### src/rtl/afp_pkg.sv
// Package: shared widths and threshold decode tables for the audio FIFO pair.
// Assumes level counts fit in LVL_W bits (queue depth of at most 63).
package afp_pkg;
    localparam int LVL_W = 6;

    // Receive threshold table; unused codes alias to the largest level.
    function automatic logic [LVL_W-1:0] rx_thr(input logic [2:0] code);
        logic [LVL_W-1:0] t;
        case (code)
            3'd0:    t = LVL_W'(1);
            3'd1:    t = LVL_W'(4);
            3'd2:    t = LVL_W'(8);
            3'd3:    t = LVL_W'(16);
            default: t = LVL_W'(30);
        endcase
        return t;
    endfunction

    // Transmit threshold table.
    function automatic logic [LVL_W-1:0] tx_thr(input logic [1:0] code);
        logic [LVL_W-1:0] t;
        case (code)
            2'd0:    t = LVL_W'(2);
            2'd1:    t = LVL_W'(4);
            2'd2:    t = LVL_W'(8);
            default: t = LVL_W'(16);
        endcase
        return t;
    endfunction
endpackage

### src/rtl/afp_fifo.sv
// Module: afp_fifo
// Synchronous show-ahead queue. A push while full and a pop while empty
// are ignored. A flush empties the queue and overrides push and pop.
// The head reads zero when empty.
// Assumes DEPTH is a power of two so the pointers wrap naturally.
module afp_fifo #(
    parameter int WIDTH = 32,
    parameter int DEPTH = 32,
    parameter int LVL_W = $clog2(DEPTH + 1)
) (
    input  logic             clk,
    input  logic             rst_n,
    input  logic             push,
    input  logic [WIDTH-1:0] push_data,
    input  logic             pop,
    input  logic             flush,
    output logic [WIDTH-1:0] head,
    output logic [LVL_W-1:0] level,
    output logic             full,
    output logic             empty
);
    localparam int AW = $clog2(DEPTH);

    logic [WIDTH-1:0] mem [DEPTH];
    logic [AW-1:0]    wr_ptr;
    logic [AW-1:0]    rd_ptr;
    logic [LVL_W-1:0] cnt;
    logic             do_push;
    logic             do_pop;

    // Qualify requests against the present occupancy.
    always_comb begin
        full    = (cnt == LVL_W'(DEPTH));
        empty   = (cnt == '0);
        do_push = push && !full;
        do_pop  = pop && !empty;
    end

    // Pointer and occupancy update, flush first.
    always_ff @(posedge clk) begin
        if (!rst_n) begin
            wr_ptr <= '0;
            rd_ptr <= '0;
            cnt    <= '0;
        end else if (flush) begin
            wr_ptr <= '0;
            rd_ptr <= '0;
            cnt    <= '0;
        end else begin
            if (do_push) wr_ptr <= wr_ptr + 1'b1;
            if (do_pop)  rd_ptr <= rd_ptr + 1'b1;
            cnt <= cnt + LVL_W'(do_push) - LVL_W'(do_pop);
        end
    end

    // Storage write; the array needs no reset.
    always_ff @(posedge clk) begin
        if (do_push && !flush) mem[wr_ptr] <= push_data;
    end

    // Show-ahead head word, zero when nothing is stored.
    always_comb begin
        head  = empty ? '0 : mem[rd_ptr];
        level = cnt;
    end

    assert_level_bound_R1: assert property (@(posedge clk) disable iff (!rst_n)
        cnt <= LVL_W'(DEPTH));
    assert_pop_empty_hold_R2: assert property (@(posedge clk) disable iff (!rst_n)
        (pop && empty && !push && !flush) |=> (cnt == '0));
    assert_full_push_drop_R3: assert property (@(posedge clk) disable iff (!rst_n)
        (push && full && !pop && !flush) |=> (full && $stable(wr_ptr)));
    assert_flush_empties_R7: assert property (@(posedge clk) disable iff (!rst_n)
        flush |=> empty);
endmodule

### src/rtl/afp_watermark.sv
// Module: afp_watermark
// Turns a threshold code into a word count and compares it with a fill level.
// RX_SIDE=1: at or above the threshold. RX_SIDE=0: strictly below it.
// Assumes the code width matches the chosen table (3 receive, 2 transmit).
module afp_watermark #(
    parameter bit RX_SIDE = 1'b1,
    parameter int CODE_W  = 3,
    parameter int LVL_W   = 6
) (
    input  logic              clk,
    input  logic              rst_n,
    input  logic [CODE_W-1:0] code,
    input  logic [LVL_W-1:0]  level,
    output logic              wm
);
    logic [LVL_W-1:0] thr;

    generate
        if (RX_SIDE) begin : g_rx
            // Receive table, compare at-or-above.
            always_comb begin
                thr = LVL_W'(afp_pkg::rx_thr(3'(code)));
                wm  = (level >= thr);
            end
            assert_rx_wm_nonzero_R4: assert property (@(posedge clk) disable iff (!rst_n)
                wm |-> (level != '0));
        end else begin : g_tx
            // Transmit table, compare strictly-below.
            always_comb begin
                thr = LVL_W'(afp_pkg::tx_thr(2'(code)));
                wm  = (level < thr);
            end
            assert_tx_wm_high_off_R5: assert property (@(posedge clk) disable iff (!rst_n)
                (level >= LVL_W'(16)) |-> !wm);
        end
    endgenerate
endmodule

### src/rtl/audio_fifo_pair.sv
// Module: audio_fifo_pair (top)
// Transmit and receive audio word queues with threshold code registers,
// watermark levels, a transmit-drained pulse and a receive-overflow pulse.
// Assumes a single clock domain; bus decoding lives outside.
module audio_fifo_pair #(
    parameter int WORD_W    = 32,
    parameter int DEPTH     = 32,
    parameter int RX_CODE_W = 3,
    parameter int TX_CODE_W = 2,
    parameter int LVL_W     = 6
) (
    input  logic                 clk,
    input  logic                 rst_n,
    input  logic                 txq_wr,
    input  logic [WORD_W-1:0]    txq_wr_data,
    input  logic                 txq_pop,
    output logic [WORD_W-1:0]    txq_head,
    input  logic                 rxq_push,
    input  logic [WORD_W-1:0]    rxq_push_data,
    input  logic                 rxq_rd,
    output logic [WORD_W-1:0]    rxq_rd_data,
    input  logic                 txq_flush,
    input  logic                 rxq_flush,
    input  logic                 cfg_we,
    input  logic [RX_CODE_W-1:0] cfg_rx_code,
    input  logic [TX_CODE_W-1:0] cfg_tx_code,
    output logic [RX_CODE_W-1:0] rx_code_q,
    output logic [TX_CODE_W-1:0] tx_code_q,
    output logic [LVL_W-1:0]     txq_level,
    output logic [LVL_W-1:0]     rxq_level,
    output logic                 txq_full,
    output logic                 txq_empty,
    output logic                 rxq_full,
    output logic                 rxq_empty,
    output logic                 irq_tx_watermark,
    output logic                 irq_tx_empty,
    output logic                 irq_rx_watermark,
    output logic                 irq_rx_overflow
);
    localparam logic [RX_CODE_W-1:0] RX_CODE_RST = RX_CODE_W'(2);
    localparam logic [TX_CODE_W-1:0] TX_CODE_RST = TX_CODE_W'(2);

    logic prev_tx_empty;
    logic rx_ovf_q;

    // Threshold code registers, loaded together.
    always_ff @(posedge clk) begin
        if (!rst_n) begin
            rx_code_q <= RX_CODE_RST;
            tx_code_q <= TX_CODE_RST;
        end else if (cfg_we) begin
            rx_code_q <= cfg_rx_code;
            tx_code_q <= cfg_tx_code;
        end
    end

    afp_fifo #(.WIDTH(WORD_W), .DEPTH(DEPTH), .LVL_W(LVL_W)) u_txq (
        .clk(clk), .rst_n(rst_n),
        .push(txq_wr), .push_data(txq_wr_data),
        .pop(txq_pop), .flush(txq_flush),
        .head(txq_head), .level(txq_level),
        .full(txq_full), .empty(txq_empty)
    );

    afp_fifo #(.WIDTH(WORD_W), .DEPTH(DEPTH), .LVL_W(LVL_W)) u_rxq (
        .clk(clk), .rst_n(rst_n),
        .push(rxq_push), .push_data(rxq_push_data),
        .pop(rxq_rd), .flush(rxq_flush),
        .head(rxq_rd_data), .level(rxq_level),
        .full(rxq_full), .empty(rxq_empty)
    );

    afp_watermark #(.RX_SIDE(1'b1), .CODE_W(RX_CODE_W), .LVL_W(LVL_W)) u_rx_wm (
        .clk(clk), .rst_n(rst_n), .code(rx_code_q),
        .level(rxq_level), .wm(irq_rx_watermark)
    );

    afp_watermark #(.RX_SIDE(1'b0), .CODE_W(TX_CODE_W), .LVL_W(LVL_W)) u_tx_wm (
        .clk(clk), .rst_n(rst_n), .code(tx_code_q),
        .level(txq_level), .wm(irq_tx_watermark)
    );

    // Event history: previous transmit-empty flag and overflow capture.
    always_ff @(posedge clk) begin
        if (!rst_n) begin
            prev_tx_empty <= 1'b1;
            rx_ovf_q      <= 1'b0;
        end else begin
            prev_tx_empty <= txq_empty;
            rx_ovf_q      <= rxq_push && rxq_full && !rxq_flush;
        end
    end

    // Event interrupt outputs.
    always_comb begin
        irq_tx_empty    = txq_empty && !prev_tx_empty;
        irq_rx_overflow = rx_ovf_q;
    end

    assert_ovf_cause_R3: assert property (@(posedge clk) disable iff (!rst_n)
        irq_rx_overflow |-> $past(rxq_push && rxq_full));
    assert_ovf_level_R3: assert property (@(posedge clk) disable iff (!rst_n)
        irq_rx_overflow |-> (rxq_level != '0));
    assert_txe_single_R8: assert property (@(posedge clk) disable iff (!rst_n)
        irq_tx_empty |=> !irq_tx_empty);
    assert_txe_flag_R8: assert property (@(posedge clk) disable iff (!rst_n)
        irq_tx_empty |-> txq_empty);
    assert_code_load_R6: assert property (@(posedge clk) disable iff (!rst_n)
        cfg_we |=> (rx_code_q == $past(cfg_rx_code) && tx_code_q == $past(cfg_tx_code)));
endmodule

### config.mk
export PLATFORM = sky130hd
export DESIGN_NAME = audio_fifo_pair
export DESIGN_NICKNAME = d
export VERILOG_FILES = /design/src/rtl/afp_pkg.sv /design/src/rtl/afp_fifo.sv /design/src/rtl/afp_watermark.sv /design/src/rtl/audio_fifo_pair.sv
export SDC_FILE = /design/constraint.sdc
export NUM_CORES = 2
export LEC_CHECK = 0
export CAP_MARGIN = 10
export CORE_ASPECT_RATIO = 0.6
export CORE_MARGIN = 2
export CORE_UTILIZATION = 45
export CTS_CLUSTER_DIAMETER = 50
export DETAILED_ROUTE_END_ITERATION = 12
export DONT_BUFFER_PORTS = 1
export GPL_ROUTABILITY_DRIVEN = 0
export PLACE_DENSITY = 0.7
export SLEW_MARGIN = 20
export SYNTH_ARGS = -nofsm -noshare
export SYNTH_HDL_FRONTEND = slang
export SYNTH_SLANG_ARGS = --single-unit
### constraint.sdc
create_clock -name clk -period 4.08 [get_ports clk]
set_input_delay 0.612 -clock clk [delete_from_list [all_inputs] [get_ports clk]]
set_output_delay 0.612 -clock clk [all_outputs]
set_load 0.01 [all_outputs]
Yosys cells after proc, flatten, opt, wreduce, memory -nomap -nowiden
Memory sizes are Yosys's and may differ from the RTL's. A register that Yosys moved wholly into a read port is not among the register bits.
Index checks and enable logic that the tools add are counted.
{ "classes": {"n_addsub": 8, "order_cmp": 2, "eq_ne": 7, "mux": 12, "n_bitwise": 1, "n_reduce_logical": 22} }
{ "ops": {"columns": ["cell", "count"], "rows": [
  ["2-to-1 mux 32 bit", 2],
  ["adder 5 x 1 -> 5 bit, second input constant", 4],
  ["2-to-1 mux 5 bit", 4],
  ["one-hot mux 5 bit (4 select lines)", 1],
  ["one-hot mux 5 bit (3 select lines)", 1],
  ["adder 6 x 1 -> 6 bit", 2],
  ["equality test 6 bit, second input constant", 2],
  ["zero test 6 bit", 2],
  ["subtractor 6 x 1 -> 6 bit", 2],
  ["logical AND 1 bit", 9],
  ["zero test 1 bit", 7],
  ["equality test 3 x 2 -> 1 bit, second input constant", 2],
  [">= comparator 6 x 5 -> 1 bit", 1],
  ["less-than comparator 6 x 5 -> 1 bit", 1],
  ["2-to-1 mux 1 bit", 4],
  ["OR reduction 2 bit", 2],
  ["equality test 3 x 1 -> 1 bit, second input constant", 1],
  ["zero test 3 bit", 1],
  ["equality test 2 x 1 -> 1 bit, second input constant", 1],
  ["equality test 2 bit, second input constant", 1],
  ["zero test 2 bit", 1],
  ["inverter 1 bit", 1]
]} }
{ "word_totals": {"regBits": 39, "ramBits": 2048, "in_bits": 78, "out_inout_bits": 89, "memories": 2} }
{ "mem_list": {"columns": ["name", "depth", "word_bits", "rd", "rd_ports_with_merged_regs", "write_ports", "line_no", "source"], "rows": [
  ["u_rxq.mem", 32, 32, 1, 1, 1, "afp_fifo.sv:24", "logic [WIDTH-1:0] mem [DEPTH];"],
  ["u_txq.mem", 32, 32, 1, 1, 1, "afp_fifo.sv:24", null]
]} }

Longest topological paths before layout
{ "depth": {"word_depth": 6, "depth_mapped": 16, "ltp_nobuf": 14} }

By module
From an unflattened synthesis, not the netlist that was laid out.
{ "unflattened": {"hier_cells": 3435, "area_unflattened_um2": 80856.3} }
{ "modules_own_cells": {"columns": ["mod", "n_inst", "cells_each", "area_each_um2", "seq_area_each_um2"], "rows": [
  ["afp_fifo", 2, 1693, 40191.0, 31169.9],
  ["audio_fifo_pair", 1, 21, 250.2, 140.1],
  ["afp_watermark (u_rx_wm)", 1, 18, 137.6, 0.0],
  ["afp_watermark (u_tx_wm)", 1, 10, 86.3, 0.0]
]} }

Worst setup path before layout
No wires, ideal clock.
{ "synth_path": {"path_type": "reg-to-reg", "from": "reg u_txq.cnt[2] (netlist: u_txq.level[2])", "to": "mem u_txq.mem[28][0], enable pin", "arrival_time_ns": 3.052, "slack_ns": 0.607, "path_stages_with_launch": 9, "path_buffers": 1, "path_cell_list": "dfxtp_1 -> inv_1 -> ha_1 -> nor4bb_1 -> nor2b_1 -> clkbuf_1 -> nor2b_1 -> nand2_1 -> nor2_1"} }
{ "synth_between": {"elab_chain_len": 6} }
{ "synth_rtl": {"columns": ["element", "line_no", "source"], "rows": [
  ["from (decl)", "afp_fifo.sv:27", "logic [LVL_W-1:0] cnt;"],
  ["from (signal assigned)", "afp_fifo.sv:52", "cnt <= cnt + LVL_W'(do_push) - LVL_W'(do_pop);"],
  ["equality test 6 bit", "afp_fifo.sv:33", "full = (cnt == LVL_W'(DEPTH));"],
  ["via txq_full", "audio_fifo_pair.sv:31", "output logic txq_full,"],
  ["zero test 1 bit", "afp_fifo.sv:35", "do_push = push && !full;"],
  ["logical AND 1 bit", "afp_fifo.sv:35", null],
  ["logical AND 1 bit", "afp_fifo.sv:58", "if (do_push && !flush) mem[wr_ptr] <= push_data;"],
  ["2-to-1 mux 1 bit", "afp_fifo.sv:58", null],
  ["2-to-1 mux 1 bit (not written as such)", "afp_fifo.sv:58", null],
  ["to (decl)", "afp_fifo.sv:24", null]
]} }
The timed path passes the listed nets, and every way through them passes these cells.

==> summary.md <==
| Metric | Value |
|---|---|
| Maximum clock rate | 252 MHz |
| Slew headroom | 24.6% |
| Final min period | 3.96 ns |
| Worst slew pin tran | 1.13 ns |
| Cell area after layout | 0.0924 mm² |
| Fin Hold WS | 0.0723 ns |
| Distinct cells, synth | 48 |
| Initial antenna violation count | 3 |
| Ys flop type | edfxtp_1 |
| Syn Inst Count | 3445 |
| Worst-path clk slew | 0.06 ns |
| Most frequent cells in the layout | 2048 x edfxtp_1, 576 x mux4_2, 193 x clkbuf_16 |
| Syn Area/Cell | 23.3 µm² |
| Post-synthesis sequential area ratio | 77.8% |
| Wire per inst | 30.9 µm |
| Final core utilization | 52.0% |
| Ys async rst share | 0% |
| Power Density | 510 mW/mm² |
| Worst skew pair latency | 0.84 ns |
| Setup Skew | 0.0645 ns |
| Most common cell after layout, fill and taps aside | edfxtp_1 |
| Startpoint Class | flop |
| HPWL after DPL | 113000 µm |
| Hold_sp | rxq_flush |
| Total grt overflow | 0 |
| Reg2reg end | u_txq.mem[3][0] |
| Critical R2R Launch | u_txq.level[2] |
| Row count | 120 |
| Root Buffer | clkbuf_16 |
| DRC Markers | 0 |
| Syn_nets | 3560 |
| Die Wd | 549 µm |
| Worst slack at placement | 0.627 ns |
| First-pass GRT wire length | 279000 µm |
| WP data required | 3.47 ns |
| Total Power | 0.0472 W |
| Average vias per placed instance | 6.17 |
| Worst vdd ir | 0.373 mV |
| Routed WL | 194000 µm |
| Initial DRC Count | 6261 |
| Hold Vio Cnt, Final | 0 |
| Post-synthesis register bit count | 2097 |
| Worst Hold Path Cells | 2 |
| Proportion of layout cells with a drive suffix above 1 | 30.6% |
| Critical path type | reg2out |
| Number of buffers created by CTS | 192 |
| Nets | 3875 |
| Reg2reg path depth | 9 |
| Area Overhead vs Synth | 15.1% |
| Tot GR Track Use | 21.2% |
| H-tree depth | 4 |
| Netlist Area Pre-Place | 0.0803 mm² |
| Filler instances | 13304 |
| Synth Warn # | 0 |
| Largest net degree at the start of global routing | 60 |
| CP Capture Type | output port |
| Core Area | 0.178 mm² |
| Post-synth EDFFs | 2048 |
| CTS Sinks | 2097 |
| Max Root-Sink Buffers | 4 |
| Die ar. | 0.182 mm² |
| I/O Pins | 167 |
| Leak Pwr | 27.9 nW |
| Starting Density | 45.2% |
| # port buffers | 0 |
| Vias | 38824 |
| R2r setup slk | 0.67 ns |
| Hold Path End | u_rxq.level[0] |
| Cell Area, Placed | 0.0853 mm² |
| Max-Cap Viols | 0 |
| Worst Path Arrival | 3.35 ns |
| CTS tree | built |
| Final setup fails | 0 |
| Vias in the first global route | 37721 |
| Drt first pass iters | 5 |
| Antenna viol nets, final | 0 |
| Slack of the critical path | 0.118 ns |
| Max-slew violation count | 0 |
| HP Class | in2reg |
| Worst Path Max Fanout | 59 |
| Tcrit/Tclk final | 97.1% |
| Outcome | complete, no violations |
| Chip height | 331 µm |
## timing repair
| item | 4_1_cts | 5_1_grt |
|---|---|---|
| resized for setup | 8 | 12 |
| hold buffers | 73 | 0 |
| endpoints found under the setup margin | 22 | 19 |
| buffers inserted | 3 | 13 |
| hold endpoints to repair | 2055 | 0 |
| gates cloned | 2 | 1 |
## synthesized netlist by cell type (6+ instances only)
library cell	n	area, µm²
edfxtp_1	2048	61500
mux4_2	576	13000
nor2_1	109	409
clkbuf_1	82	308
mux2i_1	70	701
buf_2	59	295
dfxtp_1	49	981
clkinv_1	41	154
inv_1	39	146
ha_1	35	438
a21oi_1	32	160
a221oi_1	32	280
o221ai_1	32	280
o22ai_1	32	200
a211o_1	27	236
nand2_1	26	97.6
nor2b_1	19	119
buf_4	18	135
buf_1	14	52.6
xor2_1	14	123
buf_6	9	101
a2111oi_1	8	80.1
nand4_1	8	50.1
xnor2_1	8	70.1
nand2b_1	7	43.8
nand3b_1	6	45.0
## registers in the layout, indices dropped and copies added (netlist names), named ones only
name and cells:
u_txq.mem 1024, u_txq.rd_ptr 5, irq_rx_overflow 1, u_rxq.wr_ptr 5, tx_code_q 2, u_rxq.mem 1024, u_txq.level 6, u_txq.wr_ptr 5
prev_tx_empty 1, u_rxq.rd_ptr 5, u_rxq.level 6, rx_code_q 3
## how the worst max path moves through the flow
stage                  endpoint            from  slack (ns)
6_report        rxq_rd_data[11]            flop        0.12
5_1_grt            txq_head[22]            flop       -0.01
4_1_cts         rxq_rd_data[11]            flop      -0.001
3_5_place_dp    rxq_rd_data[11]            flop        0.63
3_3_place_gp    rxq_rd_data[11]            flop        0.63
2_1_floorplan  u_txq.mem[28][0]  u_txq.level[2]        0.61
## cell type report
type | instances | area, µm² | share of cell area, %
inverter | 80 | 300 | 0.325
timing repair buffer | 306 | 3570 | 3.87
clock inverter | 95 | 831 | 0.899
antenna | 2 | 5.00 | 0.00541
tap | 2379 | 2980 | 3.22
clock buffer | 249 | 5050 | 5.46
sequential | 2097 | 62500 | 67.6
multi-input combinational | 1083 | 17200 | 18.6
## power by group
| part | internal, W | total [W] | switching (W) |
|---|---|---|---|
| Combinational | 0.00262 | 0.00604 | 0.00342 |
| Sequential | 0.0238 | 0.0239 | 0.000145 |
| Clock | 0.00951 | 0.0172 | 0.00770 |
## kinds of logic (layout without fill, tap and decap cells)
family | Yosys count | after routing | synth area share [%]
XOR/XNOR | 22 | 22 | 0.240
flip-flops | 2097 | 2097 | 77.8
other | 0 | 2 | 0
multiplexers | 646 | 646 | 17.0
AND/OR/NAND/NOR | 199 | 199 | 1.16
adder cells (fa/ha/maj) | 37 | 37 | 0.595
AO/OA/AOI/OAI | 179 | 179 | 1.68
buffers and inverters | 265 | 730 | 1.53
## per-stage QoR
| step | cells | TNS (ns) |
|---|---|---|
| after floorplan | 3445 | 0 |
| after global placement | 5853 | 0 |
| after detailed placement | 5853 | 0 |
| after CTS | 6275 | -0.00139 |
| after global routing | 6290 | -0.0138 |
| final | 6291 | 0 |
## critical path: stages, from the launching register on
cell and delay, ns:
dfxtp_4 0.43, buf_12 0.29, mux4_2 0.34, mux4_2 0.34
nor2b_2 0.07, a2111oi_2 0.58, buf_4 0.21, buf_4 0.12
## metal layers
metal	track usage (%)	vias to the layer above	part of all wire (%)	routed length, µm
met4	3.63	2	1.4	2650
met3	5.73	221	13	24500
met2	27.9	2454	41	80700
met1	35.5	20823	45	86700
met5	0	-	0.0057	11
li1	-	15324	-	-
(Power assumes the default switching activity.)
